[src/rtl/ptw_pkg.sv]
package ptw_pkg;
  localparam int VA_W   = 32;
  localparam int OFF_W  = 12;
  localparam int SIDX_W = 8;
  localparam int PTE_W  = 32;

  localparam int PTE_V    = 0;
  localparam int PTE_R    = 1;
  localparam int PTE_M    = 2;
  localparam int PTE_P_LO = 3;

  typedef enum logic [1:0] {
    ACC_RD  = 2'd0,
    ACC_WR  = 2'd1,
    ACC_EX  = 2'd2,
    ACC_RSV = 2'd3
  } acc_e;

  typedef enum logic [1:0] {
    PROT_RO  = 2'd0,
    PROT_RW  = 2'd1,
    PROT_XO  = 2'd2,
    PROT_RWX = 2'd3
  } prot_e;

  typedef enum logic [1:0] {
    FLT_NONE   = 2'd0,
    FLT_ROOT   = 2'd1,
    FLT_LEAF   = 2'd2,
    FLT_PERM   = 2'd3
  } fault_e;

  typedef enum logic [2:0] {
    ST_IDLE = 3'd0,
    ST_RD_ROOT = 3'd1,
    ST_RD_LEAF = 3'd2,
    ST_WB   = 3'd3,
    ST_RESP = 3'd4
  } wstate_e;
endpackage

[src/rtl/ptw_addr_gen.sv]
module ptw_addr_gen #(
  parameter int VA_W   = 32,
  parameter int OFF_W  = 12,
  parameter int SIDX_W = 8,
  parameter int ENT_SH = 2
) (
  input  logic [VA_W-1:0]       vaddr,
  input  logic [VA_W-1:0]       root_base,
  input  logic [VA_W-OFF_W-1:0] leaf_pfn,
  output logic [VA_W-1:0]       root_addr,
  output logic [VA_W-1:0]       leaf_addr,
  output logic [OFF_W-1:0]      page_off
);
  localparam int MIDX_W = VA_W - OFF_W - SIDX_W;
  localparam int PFN_W  = VA_W - OFF_W;

  logic [MIDX_W-1:0] root_idx;
  logic [SIDX_W-1:0] leaf_idx;

  assign root_idx = vaddr[VA_W-1 -: MIDX_W];
  assign leaf_idx = vaddr[OFF_W +: SIDX_W];
  assign page_off = vaddr[OFF_W-1:0];

  // Entry offsets are index scaled by entry size
  assign root_addr = root_base +
    {{(VA_W-MIDX_W-ENT_SH){1'b0}}, root_idx, {ENT_SH{1'b0}}};
  assign leaf_addr = {leaf_pfn[PFN_W-1:0], {OFF_W{1'b0}}} +
    {{(VA_W-SIDX_W-ENT_SH){1'b0}}, leaf_idx, {ENT_SH{1'b0}}};
endmodule

[src/rtl/ptw_access_check.sv]
module ptw_access_check
  import ptw_pkg::*;
#(
  parameter int PTE_W = 32
) (
  input  logic [PTE_W-1:0] pte,
  input  logic [1:0]       access,
  output logic             entry_valid,
  output logic             allowed,
  output logic [PTE_W-1:0] pte_upd,
  output logic             needs_wb
);
  prot_e prot;
  acc_e  acc;
  logic  is_rd, is_wr, is_ex;

  assign prot  = prot_e'(pte[PTE_P_LO +: 2]);
  assign acc   = acc_e'(access);
  assign is_wr = (acc == ACC_WR);
  assign is_ex = (acc == ACC_EX);
  assign is_rd = (acc == ACC_RD) || (acc == ACC_RSV);
  assign entry_valid = pte[PTE_V];

  always_comb begin
    unique case (prot)
      PROT_RO:  allowed = is_rd;
      PROT_RW:  allowed = is_rd || is_wr;
      PROT_XO:  allowed = is_ex;
      PROT_RWX: allowed = 1'b1;
      default:  allowed = 1'b0;
    endcase
  end

  always_comb begin
    pte_upd        = pte;
    pte_upd[PTE_R] = 1'b1;
    if (is_wr) pte_upd[PTE_M] = 1'b1;
  end

  assign needs_wb = (pte_upd != pte);
endmodule

[src/rtl/ptw_walker.sv]
module ptw_walker
  import ptw_pkg::*;
#(
  parameter int VA_W   = ptw_pkg::VA_W,
  parameter int OFF_W  = ptw_pkg::OFF_W,
  parameter int SIDX_W = ptw_pkg::SIDX_W,
  parameter int PTE_W  = ptw_pkg::PTE_W
) (
  input  logic             clk,
  input  logic             rst_n,
  input  logic             req_valid,
  output logic             req_ready,
  input  logic [VA_W-1:0]  req_vaddr,
  input  logic [1:0]       req_access,
  input  logic [VA_W-1:0]  req_root,
  output logic             rsp_valid,
  output logic [VA_W-1:0]  rsp_paddr,
  output logic [PTE_W-1:0] rsp_pte,
  output logic [1:0]       rsp_fault,
  output logic             mem_req,
  output logic             mem_we,
  output logic [VA_W-1:0]  mem_addr,
  output logic [PTE_W-1:0] mem_wdata,
  input  logic [PTE_W-1:0] mem_rdata,
  input  logic             mem_ack
);
  localparam int PFN_W  = PTE_W - OFF_W;
  localparam int ENT_SH = $clog2(PTE_W / 8);

  wstate_e          state_q, state_d;
  logic [VA_W-1:0]  va_q, root_q;
  logic [1:0]       acc_q;
  logic [PFN_W-1:0] leaf_pfn_q;
  logic [PTE_W-1:0] pte_q, pte_d;
  fault_e           fault_q, fault_d;

  logic accept, root_done, leaf_done;
  logic req_en, pfn_en, pte_en, fault_en;

  logic [VA_W-1:0]  root_addr, leaf_addr;
  logic [OFF_W-1:0] page_off;
  logic             chk_valid, chk_allowed, chk_wb;
  logic [PTE_W-1:0] chk_upd;

  ptw_addr_gen #(
    .VA_W(VA_W), .OFF_W(OFF_W), .SIDX_W(SIDX_W), .ENT_SH(ENT_SH)
  ) u_addr (
    .vaddr(va_q),
    .root_base(root_q),
    .leaf_pfn(leaf_pfn_q),
    .root_addr(root_addr),
    .leaf_addr(leaf_addr),
    .page_off(page_off)
  );

  ptw_access_check #(.PTE_W(PTE_W)) u_chk (
    .pte(mem_rdata),
    .access(acc_q),
    .entry_valid(chk_valid),
    .allowed(chk_allowed),
    .pte_upd(chk_upd),
    .needs_wb(chk_wb)
  );

  assign accept    = req_valid && (state_q == ST_IDLE);
  assign root_done = (state_q == ST_RD_ROOT) && mem_ack;
  assign leaf_done = (state_q == ST_RD_LEAF) && mem_ack;

  // Next-state logic
  always_comb begin
    state_d = state_q;
    unique case (state_q)
      ST_IDLE:    if (accept) state_d = ST_RD_ROOT;
      ST_RD_ROOT: if (mem_ack) state_d = mem_rdata[PTE_V] ? ST_RD_LEAF : ST_RESP;
      ST_RD_LEAF: if (mem_ack) begin
        if (chk_valid && chk_allowed && chk_wb) state_d = ST_WB;
        else                                    state_d = ST_RESP;
      end
      ST_WB:      if (mem_ack) state_d = ST_RESP;
      ST_RESP:    state_d = ST_IDLE;
      default:    state_d = ST_IDLE;
    endcase
  end

  // Clock enables and datapath next values
  assign req_en   = accept;
  assign pfn_en   = root_done;
  assign pte_en   = (root_done && !mem_rdata[PTE_V]) || leaf_done;
  assign fault_en = accept || root_done || leaf_done;

  always_comb begin
    if (leaf_done && chk_valid && chk_allowed) pte_d = chk_upd;
    else                                       pte_d = mem_rdata;
  end

  always_comb begin
    fault_d = FLT_NONE;
    if (root_done && !mem_rdata[PTE_V]) fault_d = FLT_ROOT;
    else if (leaf_done) begin
      if (!chk_valid)        fault_d = FLT_LEAF;
      else if (!chk_allowed) fault_d = FLT_PERM;
    end
  end

  // Registers
  always_ff @(posedge clk or negedge rst_n) begin
    if (!rst_n) begin
      state_q    <= ST_IDLE;
      va_q       <= '0;
      root_q     <= '0;
      acc_q      <= '0;
      leaf_pfn_q <= '0;
      pte_q      <= '0;
      fault_q    <= FLT_NONE;
    end else begin
      state_q <= state_d;
      if (req_en) begin
        va_q   <= req_vaddr;
        root_q <= req_root;
        acc_q  <= req_access;
      end
      if (pfn_en)   leaf_pfn_q <= mem_rdata[PTE_W-1 -: PFN_W];
      if (pte_en)   pte_q      <= pte_d;
      if (fault_en) fault_q    <= fault_d;
    end
  end

  // Outputs
  assign req_ready = (state_q == ST_IDLE);
  assign rsp_valid = (state_q == ST_RESP);
  assign rsp_fault = rsp_valid ? fault_q : FLT_NONE;
  assign rsp_pte   = rsp_valid ? pte_q : '0;
  assign rsp_paddr = (rsp_valid && fault_q == FLT_NONE) ?
                     {pte_q[PTE_W-1 -: PFN_W], page_off} : '0;

  assign mem_req   = (state_q == ST_RD_ROOT) || (state_q == ST_RD_LEAF) ||
                     (state_q == ST_WB);
  assign mem_we    = (state_q == ST_WB);
  assign mem_addr  = (state_q == ST_RD_ROOT) ? root_addr : leaf_addr;
  assign mem_wdata = (state_q == ST_WB) ? pte_q : '0;

  // Assertions
  a_r9_hold_req: assert property (@(posedge clk) disable iff (!rst_n)
    mem_req && !mem_ack |=> mem_req && $stable(mem_addr) && $stable(mem_we)
                            && $stable(mem_wdata));

  a_r8_rsp_pulse: assert property (@(posedge clk) disable iff (!rst_n)
    rsp_valid |=> !rsp_valid && req_ready);

  a_r8_busy_after_accept: assert property (@(posedge clk) disable iff (!rst_n)
    req_valid && req_ready |=> !req_ready);

  // faults never yield an address
  a_r3_fault_no_paddr: assert property (@(posedge clk) disable iff (!rst_n)
    rsp_valid && rsp_fault != 2'd0 |-> rsp_paddr == '0);

  a_r7_wb_marks_accessed: assert property (@(posedge clk) disable iff (!rst_n)
    mem_req && mem_we |-> mem_wdata[PTE_R] && mem_wdata[PTE_V]);

  a_r6_ok_entry_marked: assert property (@(posedge clk) disable iff (!rst_n)
    rsp_valid && rsp_fault == 2'd0 |-> rsp_pte[PTE_V] && rsp_pte[PTE_R]);

  a_r9_no_req_idle: assert property (@(posedge clk) disable iff (!rst_n)
    req_ready |-> !mem_req);
endmodule

[config.mk]
export PLATFORM = sky130hd
export DESIGN_NAME = ptw_walker
export DESIGN_NICKNAME = d
export VERILOG_FILES = /design/src/rtl/ptw_pkg.sv /design/src/rtl/ptw_addr_gen.sv /design/src/rtl/ptw_access_check.sv /design/src/rtl/ptw_walker.sv
export SDC_FILE = /design/constraint.sdc
export NUM_CORES = 1
export LEC_CHECK = 0
export BUFFER_PORTS_ARGS = -buffer_cell sky130_fd_sc_hd__buf_2
export CELL_PAD_IN_SITES_DETAIL_PLACEMENT = 0
export CELL_PAD_IN_SITES_GLOBAL_PLACEMENT = 1
export CORE_ASPECT_RATIO = 1.4
export CORE_UTILIZATION = 34
export DETAILED_ROUTE_END_ITERATION = 6
export PLACE_DENSITY = 0.88
export RECOVER_POWER = 50
export SYNTH_ARGS = -nofsm -noshare
export SYNTH_HDL_FRONTEND = slang
export SYNTH_SLANG_ARGS = --single-unit
[constraint.sdc]
create_clock -name clk -period 2.4 [get_ports clk]
set_clock_uncertainty 0.05 [all_clocks]
set_input_delay 0.48 -clock clk [delete_from_list [all_inputs] [get_ports clk]]
set_output_delay 0.48 -clock clk [all_outputs]
set_load 0.005 [all_outputs]
==> summary.md <==
| Metric | Value |
|---|---|
| Mean routed wirelength per cell | `~17 µm` |
| Placeable Area | `just under 0.02 mm²` |
| Clk buf depth | `2` |
| Power Density | `~1500 mW/mm²` |
| Via count | `6257` |
| Sequential share of power | `between 20% and 30%` |
| Initial antenna violation count | `1` |
| Status | `finished with violations` |
| Post-DRT Antenna Nets | `0` |
| Tmin final | `roughly 3.3 ns` |
| CP Capture Type | `output port` |
| Nets | `roughly 1.1k` |
| Fmax | `300 MHz` |
| Fin util | `between 50% and 60%` |
| Gr usage total | `between 20% and 30%` |
| Clock-pin slew of the registers on the worst-case setup and hold paths | `roughly 0.06 ns` |
| HP Class | `in -> reg` |
| Die H | `170 µm` |
| TNS Setup | `-34.93 ns` |
| Cell Area, Synth | `approximately 0.0069 mm²` |
| CTS tree | `built` |
| Total Wirelength | `approximately 22000 µm` |
| CP Launch Type | `register` |
| CP Depth | `9` |
| Crit path launch | `va_q[20]` |
| Initial DRC Count | `199` |
| DRC | `0` |
| Post-synth EDFFs | `0` |
| Worst-margin pin slew | `1.53 ns` |
| Gpl congestion | `slightly above 0.8` |
| Worst Path Required | `between 1.5 and 2 ns` |
| Root buf cell | `clkbuf_16` |
| Post-synth cell types | `61` |
| CP cell instances | `ha_2 -> fa_2 -> a21oi_2 -> o211a_1 -> or4b_4 -> a211oi_2 -> xnor2_1 -> o21ai_1 -> buf_2` |
| Slowest CP cell | `or4b_4` |
| Cells after synthesis | `around 690` |
| Failing checks | `max-capacitance violations, max-slew violations, negative setup slack` |
| Final Hold Vio Count | `0` |
| Switching part of the total | `38.0%` |
| Area growth from synthesis to final layout | `49.9%` |
| R2r endpoint | `root_q[2]` |
| Initial cell density of the core | `34.7%` |
| Comb power frac | `~58%` |
| Overflow after GRT | `0` |
| RSZ-0062 raised after global routing | `true` |
| Diode count | `0` |
| Worst Setup EP | `mem_addr[30]` |
| Max incr delay on CP | `approximately 0.63 ns` |
| Die outline width | `between 100 and 150 µm` |
| Fin crit share | `139%` |
| Io pins | `between 200 and 250` |
| Final HPWL DP | `14900 µm` |
| Vias in the first global route | `~6.2k` |
| Cell-internal power | `roughly 9.7 mW` |
| Slack of the critical path | `-0.931 ns` |
| Total CTS buffers | `17` |
| Sink Count | `approximately 120` |
| Share of cells above drive strength 1 | `approximately 52%` |
| Port Buf Inserts | `235` |
| Register area share after synthesis | `44.9%` |
| Switch Pwr | `about 5.9 mW` |
| Clk Latency, worst-skew pair | `0.41 ns` |
| Critical path buffers and inverters | `1` |
| Pleak | `approximately 5 nW` |
| Clock power share | `17.5%` |
| CTS hold repair buffers | `0` |
| Largest net degree at the start of global routing | `just under 60` |
| Global-route wire length before repair | `roughly 33000 µm` |
| Ys flop type | `dfrtp_1` |
| Count of final setup violators | `140` |
| R2R depth | `8` |
| Top delay family on crit path | `compound AO/OA/AOI/OAI gates` |
| Worst slew margin | `-2.26%` |
| Critical Path Fanout Max | `7` |
| H-Tree Depth | `4` |
| Final Slew Violations | `approximately 60` |
| Synth Area per Inst | `9.97 µm²` |
| Number of synthesized register bits | `123` |
| Worst Path Class, Setup | `reg -> out` |
| Total die area | `between 0.02 and 0.025 mm²` |
| Worst endpoint data arrival time | `between 2 and 3 ns` |
| Fillers | `1779` |
| Max Cap Viol | `1` |
| Num rows | `between 60 and 70` |
| Synth warn | `0` |
| Slack of the worst reg-to-reg path | `-0.21 ns` |
| Vias/cell | `between 4 and 5` |
| Fraction of registers with async set/reset | `100%` |
| Syn Nets | `around 810` |
| Post-Place Cells | `approximately 1.2k` |
| Reg2reg start | `state_q[2]` |
| Peak supply drop | `between 0.7 and 0.8 mV` |
| Pre-Repair DR Iteration Count | `4` |
| Non-filler instance count after layout | `~1.3k` |
## repair_timing
item / 4_1_cts / 5_1_grt
pin swaps: 32 / 30
resized for setup: 88 / 51
gates cloned: 8 / 1
setup endpoints to repair: 94 / 168
buffers inserted: 20 / 8
## final cells by class
type | instances | area (µm²) | share of cell area (%)
inverter | 8 | 30.0 | 0.292
multi-input combinational | 514 | 3920 | 38.2
clock buffer | 18 | 439 | 4.28
sequential | 123 | 3080 | 30.0
timing repair buffer | 332 | 2290 | 22.3
clock inverter | 14 | 194 | 1.89
tap | 252 | 315 | 3.07
## layout by cell type, fill, tap and decap left out, types with 8 or more instances in the layout
cell / count
nand3_1: 10
inv_1: 8
buf_6: 41
and3_1: 39
buf_4: 58
dfrtp_1: 123
o21ai_1: 13
ha_1: 11
nor2_1: 18
o21ai_0: 13
a21oi_1: 15
mux2_2: 88
and2_1: 51
nand2_1: 107
buf_2: 214
and2_4: 20
clkbuf_16: 18
## worst register-to-register path: cells and delay by family (launching register included)
family                 cells  cell delay [ns]
flip-flops                 1             0.38
multiplexers               1             0.42
buffers and inverters      5             0.96
AND/OR/NAND/NOR            2             0.70
## per-stage QoR
step / area [µm²] / hold WS [ns] / setup WS [ns] / power, mW
CTS: 10000 / 0.00237 / -0.898 / 15.3
finish: 10300 / 0.220 / -0.931 / 15.6
global route: 10300 / 0.227 / -1.04 / 16.7
detailed placement: 8710 / 0.413 / -0.444 / 11.0
global placement: 8710 / 0.414 / -0.409 / 10.8
floorplan: 6900 / 0.134 / -0.200 / 8.08
## power groups by stage
stage | registers (mW) | logic (mW) | clock network [mW]
after floorplan | 3.65 | 4.43 | 0
after global placement | 3.78 | 7.05 | 0
after detailed placement | 3.84 | 7.18 | 0
after CTS | 3.85 | 8.60 | 2.80
after global routing | 4.01 | 9.80 | 2.89
final | 3.88 | 9.02 | 2.73
## registers in the layout (all words and copies together), names as in the netlist
register,count
fault_q,2
leaf_pfn_q,20
root_q,32
acc_q,2
state_q,3
pte_q,32
va_q,32
## per-layer routing
metal  wire length [µm]  track usage, %  vias to the layer above
li1                   -               -                     3016
met1               8360            22.8                     2989
met4                724            8.91                        2
met3               1030            4.29                       51
met2              11400            38.4                      199
met5                  9               0                        -
## kinds of logic (layout without fill, tap and decap cells)
kind of cell	after synthesis	in the layout	share of synthesized area, %
and+or+nand+nor	300	300	23.2
DFF	123	123	44.9
muxes	94	94	15.4
AOI/OAI and AO/OA	91	91	8.46
buffers and inverters	50	372	3.40
adders and majority gates	16	16	3.03
xor gates and xnor gates	13	13	1.66
## worst min-delay path by stage
stage                               from  depth (start not counted)             end  slack [ns]
after detailed placement  leaf_pfn_q[17]                          2  leaf_pfn_q[17]        0.41
after CTS                          rst_n                          1       pte_q[10]       0.002
after global placement    leaf_pfn_q[12]                          2  leaf_pfn_q[12]        0.41
after floorplan                    rst_n                          0        acc_q[0]        0.13
after global routing        req_vaddr[7]                          2         va_q[7]        0.23
final                       req_root[23]                          3      root_q[23]        0.22
## synthesized netlist by cell type (all sizes together), types with 2 or more instances
| library cell | number | area (µm²) |
|---|---|---|
| nand4 | 5 | 31.3 |
| nand2 | 109 | 409 |
| mux2 | 89 | 1000 |
| or3 | 5 | 31.3 |
| nor2 | 20 | 75.1 |
| nand3 | 14 | 70.1 |
| and3 | 39 | 244 |
| nand4b | 3 | 26.3 |
| or3b | 2 | 17.5 |
| nor3b | 4 | 30.0 |
| ha | 15 | 188 |
| o31ai | 3 | 22.5 |
| a211oi | 4 | 35.0 |
| or4b | 2 | 23.8 |
| buf | 14 | 97.6 |
| nor2b | 2 | 12.5 |
| xnor2 | 9 | 78.8 |
| xor2 | 4 | 35.0 |
| or2 | 2 | 12.5 |
| and2 | 72 | 450 |
| nand2b | 4 | 25.0 |
| o2111ai | 2 | 17.5 |
| a21o | 6 | 47.6 |
| a31oi | 4 | 25.0 |
| dfrtp | 123 | 3080 |
| a21oi | 24 | 128 |
| a22oi | 4 | 30.0 |
| o211ai | 3 | 22.5 |
| clkbuf | 28 | 105 |
| mux2i | 5 | 50.1 |
| inv | 8 | 30.0 |
| nor3 | 9 | 45.0 |
| o21ai | 30 | 150 |
Note: power is estimated with default switching activity, not from simulation.
